==> config.mk <==
export PLATFORM = sky130hd
export DESIGN_NAME = status_flag_unit
export DESIGN_NICKNAME = d
export VERILOG_FILES = /design/src/rtl/sfu_pkg.sv /design/src/rtl/sfu_carry_logic.sv /design/src/rtl/sfu_int_fsm.sv /design/src/rtl/sfu_bank_reg.sv /design/src/rtl/status_flag_unit.sv
export SDC_FILE = /design/constraint.sdc
export NUM_CORES = 1
export LEC_CHECK = 0
export BUFFER_PORTS_ARGS = -buffer_cell sky130_fd_sc_hd__buf_2
export CORE_MARGIN = 4
export CORE_UTILIZATION = 43
export DETAILED_ROUTE_END_ITERATION = 7
export PLACE_DENSITY_LB_ADDON = 0.1
export SLEW_MARGIN = 40
export SYNTH_ARGS = -nofsm -noshare
export SYNTH_HDL_FRONTEND = slang
export SYNTH_SLANG_ARGS = --single-unit
==> constraint.sdc <==
create_clock -name clk -period 1.85 [get_ports clk]
set_clock_uncertainty 0.15 [all_clocks]
set_input_delay 0.37 -clock clk [delete_from_list [all_inputs] [get_ports clk]]
set_output_delay 0.37 -clock clk [all_outputs]
set_load 0.005 [all_outputs]
==> src/rtl/sfu_pkg.sv <==
package sfu_pkg;

    typedef enum logic [2:0] {
        OP_NONE  = 3'd0,
        OP_ADD   = 3'd1,
        OP_SUB   = 3'd2,
        OP_ROTL  = 3'd3,
        OP_ROTR  = 3'd4,
        OP_BAND  = 3'd5,
        OP_BOR   = 3'd6,
        OP_BLOAD = 3'd7
    } alu_op_e;

    // encoding is {interrupt enable, in-service priority}
    typedef enum logic [1:0] {
        IS_OFF_NEST  = 2'b00,
        IS_OFF_FULL  = 2'b01,
        IS_HIGH_ONLY = 2'b10,
        IS_ALL       = 2'b11
    } irq_state_e;

    localparam int BANK_W   = 2;
    localparam int POS_CY   = 0;
    localparam int POS_ISP  = 1;
    localparam int POS_BANK = 2;
    localparam int POS_AC   = 4;
    localparam int POS_IE   = 7;

endpackage

==> src/rtl/sfu_carry_logic.sv <==
module sfu_carry_logic
    import sfu_pkg::*;
#(
    parameter int DATA_W  = 8,
    parameter int AUX_BIT = 3
) (
    input  alu_op_e             op,
    input  logic [DATA_W-1:0]   a,
    input  logic [DATA_W-1:0]   b,
    input  logic                bit_in,
    input  logic                cy_q,
    input  logic                ac_q,
    output logic                cy_d,
    output logic                ac_d
);

    localparam int LO_W = AUX_BIT + 1;

    logic              cy_add;
    logic              ac_add;
    logic [DATA_W-1:0] add_unused;
    logic [LO_W-1:0]   lo_unused;

    assign {cy_add, add_unused} = {1'b0, a} + {1'b0, b};
    assign {ac_add, lo_unused}  = {1'b0, a[LO_W-1:0]} + {1'b0, b[LO_W-1:0]};

    always_comb begin
        cy_d = cy_q;
        ac_d = ac_q;
        unique case (op)
            OP_NONE:  ;
            OP_ADD: begin
                cy_d = cy_add;
                ac_d = ac_add;
            end
            OP_SUB: begin
                cy_d = (a < b);
                ac_d = (a[LO_W-1:0] < b[LO_W-1:0]);
            end
            OP_ROTL:  cy_d = a[DATA_W-1];
            OP_ROTR:  cy_d = a[0];
            OP_BAND:  cy_d = cy_q & bit_in;
            OP_BOR:   cy_d = cy_q | bit_in;
            OP_BLOAD: cy_d = bit_in;
        endcase
    end

endmodule

==> src/rtl/sfu_int_fsm.sv <==
module sfu_int_fsm
    import sfu_pkg::*;
(
    input  logic clk,
    input  logic rst,
    input  logic restore,
    input  logic restore_ie,
    input  logic restore_isp,
    input  logic irq_req,
    input  logic irq_low,
    output logic ack,
    output logic ie,
    output logic isp
);

    irq_state_e st_q;
    irq_state_e st_d;

    // state register
    always_ff @(posedge clk) begin
        if (rst) st_q <= IS_OFF_FULL;
        else     st_q <= st_d;
    end

    // acceptance and next state
    always_comb begin
        ack  = 1'b0;
        st_d = st_q;
        unique case (st_q)
            IS_ALL: begin
                ack = irq_req;
                if (irq_req) st_d = irq_low ? IS_OFF_FULL : IS_OFF_NEST;
            end
            IS_HIGH_ONLY: begin
                ack = irq_req & ~irq_low;
                if (irq_req && !irq_low) st_d = IS_OFF_NEST;
            end
            IS_OFF_FULL, IS_OFF_NEST: ;
        endcase
        if (restore) st_d = irq_state_e'({restore_ie, restore_isp});
    end

    // flag outputs
    always_comb begin
        ie  = 1'b0;
        isp = 1'b0;
        unique case (st_q)
            IS_OFF_NEST:  begin ie = 1'b0; isp = 1'b0; end
            IS_OFF_FULL:  begin ie = 1'b0; isp = 1'b1; end
            IS_HIGH_ONLY: begin ie = 1'b1; isp = 1'b0; end
            IS_ALL:       begin ie = 1'b1; isp = 1'b1; end
        endcase
    end

endmodule

==> src/rtl/sfu_bank_reg.sv <==
module sfu_bank_reg #(
    parameter int W = 2
) (
    input  logic         clk,
    input  logic         rst,
    input  logic         restore,
    input  logic [W-1:0] restore_val,
    input  logic         wr,
    input  logic [W-1:0] val,
    output logic [W-1:0] bank
);

    always_ff @(posedge clk) begin
        if (rst)          bank <= '0;
        else if (restore) bank <= restore_val;
        else if (wr)      bank <= val;
    end

endmodule

==> src/rtl/status_flag_unit.sv <==
module status_flag_unit
    import sfu_pkg::*;
#(
    parameter int DATA_W  = 8,
    parameter int AUX_BIT = 3
) (
    input  logic              clk,
    input  logic              rst,
    input  logic [2:0]        op_sel,
    input  logic [DATA_W-1:0] opnd_a,
    input  logic [DATA_W-1:0] opnd_b,
    input  logic              bit_in,
    input  logic              bank_wr,
    input  logic [1:0]        bank_num,
    input  logic              restore_en,
    input  logic [7:0]        restore_byte,
    input  logic              irq_req,
    input  logic              irq_low,
    output logic              irq_ack,
    output logic [7:0]        psw
);

    logic              cy_q, ac_q, cy_d, ac_d;
    logic              ie, isp;
    logic [BANK_W-1:0] bank;
    logic              unused_rsv;

    assign unused_rsv = ^restore_byte[6:5];

    sfu_carry_logic #(.DATA_W(DATA_W), .AUX_BIT(AUX_BIT)) u_carry (
        .op     (alu_op_e'(op_sel)),
        .a      (opnd_a),
        .b      (opnd_b),
        .bit_in (bit_in),
        .cy_q   (cy_q),
        .ac_q   (ac_q),
        .cy_d   (cy_d),
        .ac_d   (ac_d)
    );

    always_ff @(posedge clk) begin
        if (rst) begin
            cy_q <= 1'b0;
            ac_q <= 1'b0;
        end else if (restore_en) begin
            cy_q <= restore_byte[POS_CY];
            ac_q <= restore_byte[POS_AC];
        end else begin
            cy_q <= cy_d;
            ac_q <= ac_d;
        end
    end

    sfu_int_fsm u_fsm (
        .clk         (clk),
        .rst         (rst),
        .restore     (restore_en),
        .restore_ie  (restore_byte[POS_IE]),
        .restore_isp (restore_byte[POS_ISP]),
        .irq_req     (irq_req),
        .irq_low     (irq_low),
        .ack         (irq_ack),
        .ie          (ie),
        .isp         (isp)
    );

    sfu_bank_reg #(.W(BANK_W)) u_bank (
        .clk         (clk),
        .rst         (rst),
        .restore     (restore_en),
        .restore_val (restore_byte[POS_BANK +: BANK_W]),
        .wr          (bank_wr),
        .val         (bank_num),
        .bank        (bank)
    );

    always_comb begin
        psw                        = '0;
        psw[POS_CY]                = cy_q;
        psw[POS_ISP]               = isp;
        psw[POS_BANK +: BANK_W]    = bank;
        psw[POS_AC]                = ac_q;
        psw[POS_IE]                = ie;
    end

endmodule

==> results.ini <==
[status]
status=finished, final reports clean

[sta]
setup_viol=0
min_period_over_period=0.891
hold_violations=0
setup_tns_ns=0
fmax_mhz=607
rsz0062_at_grt=false
layout_min_cycle_time_ns=1.65
hold_ws_ns=0.196
drv_slew=0
fin_ws_ns=0.201

[final_layout]
drive_above_1_share=0.352
fin_nets=194
diodes=0
syn_to_final_growth_pct=26.6

[floorplanning]
initial_utilization=0.452
die_x_um=50.6
die_h_um=50.6
core_um2=1730
core.rowCount=15
die_area_um2=2560
num_io_pins=45

[synthesis]
syn_area_um2=781
synth_edf_count=0
synth_warnings=0
synth.most_common_cell=a21oi_1
yosys-top-cells-area=ha_1 (22%), dfxtp_1 (15%), a21oi_1 (11%)
synth-seq-area-share=0.154
synth-seq-cells=6
synthDominantCellAreaShare=0.224
syn_area_per_cell_um2=7.44
yosys_most_used_dff=dfxtp_1
synth_cell_types=32
syn_inst=105
synthTopCellsByCount=a21oi_1 (17), ha_1 (14), inv_1 (14), nor2_1 (10)
synth_top_cell_by_area=ha_1
ys_async_sr_fraction=0

[worst_setup_path]
end_kind=flip-flop
path_class=input pin to flip-flop
critical_path_required_ns=1.86
crit_fanout=2
cp.arrival_ns=1.66
ff2ff_path_depth=5
cp-start-kind=input pin

[routing]
vias_per_cell=4.66
final_antenna_net_count=0
vias=779
wl_um=1670
drt_iter0_markers=11
drc=0
drt_first_pass_iters=4
wl_per_cell_um=10.0

[clocking]
cts_tree=done
htree_levels=1
cts_resized=0
clk_path_buf_depth=2
clkSinkCount=6
clk_latency_ns=0.24
clk_pin_slew_worst_paths_ns=0.04
cts_root_buffer=clkbuf_4
cts_hold_buffers=0
postCtsSetupBuffers=0
cts_buffers=3

[global_route]
grt_max_degree=14
grt_pass1_vias=691
grt.overflow.total=0
antenna_found_initial=0
grt_pass1_wl_um=2710
grtUsageTotal=0.135

[placed_design]
hpwl_um=1450
gp_congestion=0.711
dp_worst_setup_slack_ns=-0.0706
io_buffers=40

[power]
irDropWorstVdd_uv=336
p_leak_uw=0.000548
pwr_density_cell_nw_per_um2=444
fin_total_pwr_uw=439

[min_path]
hold_class=input pin to flip-flop
min_path_cells=3

[job]
cap_violations=0

-- cells by family after synthesis --
logic type               after synthesis  share of synthesized area
multiplexers                           2                     0.0256
buffers and inverters                 25                      0.170
AND/OR/NAND/NOR                       22                      0.143
flip-flops                             6                      0.154
AO/OA/AOI/OAI                         35                      0.279
adder cells (fa/ha/maj)               14                      0.224
other                                  1                    0.00480
-- worst paths after layout --
kind                                                  from                         end  slack [ns]
worst min register to register  u_fsm.st_q[0]$_SDFFE_PP1P_  u_fsm.st_q[0]$_SDFFE_PP1P_        0.34
worst max-delay path                             opnd_a[1]           ac_q$_SDFFE_PP0P_        0.20
worst min-delay path                       restore_byte[1]  u_fsm.st_q[0]$_SDFFE_PP1P_        0.20
worst max register to register           cy_q$_SDFFE_PP0P_           cy_q$_SDFFE_PP0P_        0.57
-- per-stage QoR --
step | area, um^2 | util | instances
after floorplan | 785 | - | 106
after global placement | 966 | 0.559 | 164
after detailed placement | 966 | 0.559 | 164
after CTS | 988 | 0.572 | 167
after global routing | 988 | 0.572 | 167
final | 988 | 0.572 | 167
-- metal layers --
| metal | global-route usage | vias up | routed length (um) |
|---|---|---|---|
| met5 | 0 | - | 0 |
| met4 | 0.0269 | 0 | 0 |
| met3 | 0.0445 | 0 | 166 |
| met2 | 0.235 | 32 | 796 |
| met1 | 0.160 | 318 | 711 |
| li1 | - | 429 | - |
-- power breakdown --
part / switching [uW] / internal (uW) / total (uW)
combinational: 86.6 / 89.8 / 176
sequential: 5.47 / 140 / 145
clock: 44.4 / 73.2 / 118
-- cell type report --
type                    instances  area, um^2
fillers                       170         738
well taps                      25        31.3
repair buffers                 44         230
multi-input cells              75         532
flip-flops and latches          6         120
clock buffers                   3        22.5
inverters                      14        52.6
-- flip-flops by register name (all words and copies together), names as in the netlist --
name and cells:
u_bank.bank 2, u_fsm.st_q 2, ac_q 1, cy_q 1
-- worst max-delay path, stage by stage --
cell and delay (ns):
buf_2 0.11, ha_1 0.33, a2111oi_2 0.30, a21oi_1 0.10, a31o_1 0.23, a211oi_1 0.21
-- layout by cell type, fill, tap and decap left out, types with 2 or more instances in the layout --
cell type and n:
mux2i_1 2, nand2_1 5, buf_4 4, o22ai_1 2, o21ai_0 5, conb_1 2, nor2_1 10, dfxtp_1 6
a21oi_1 17, clkbuf_4 3, inv_1 14, buf_2 40, ha_1 14
Note: power is estimated with default switching activity, not from simulation.
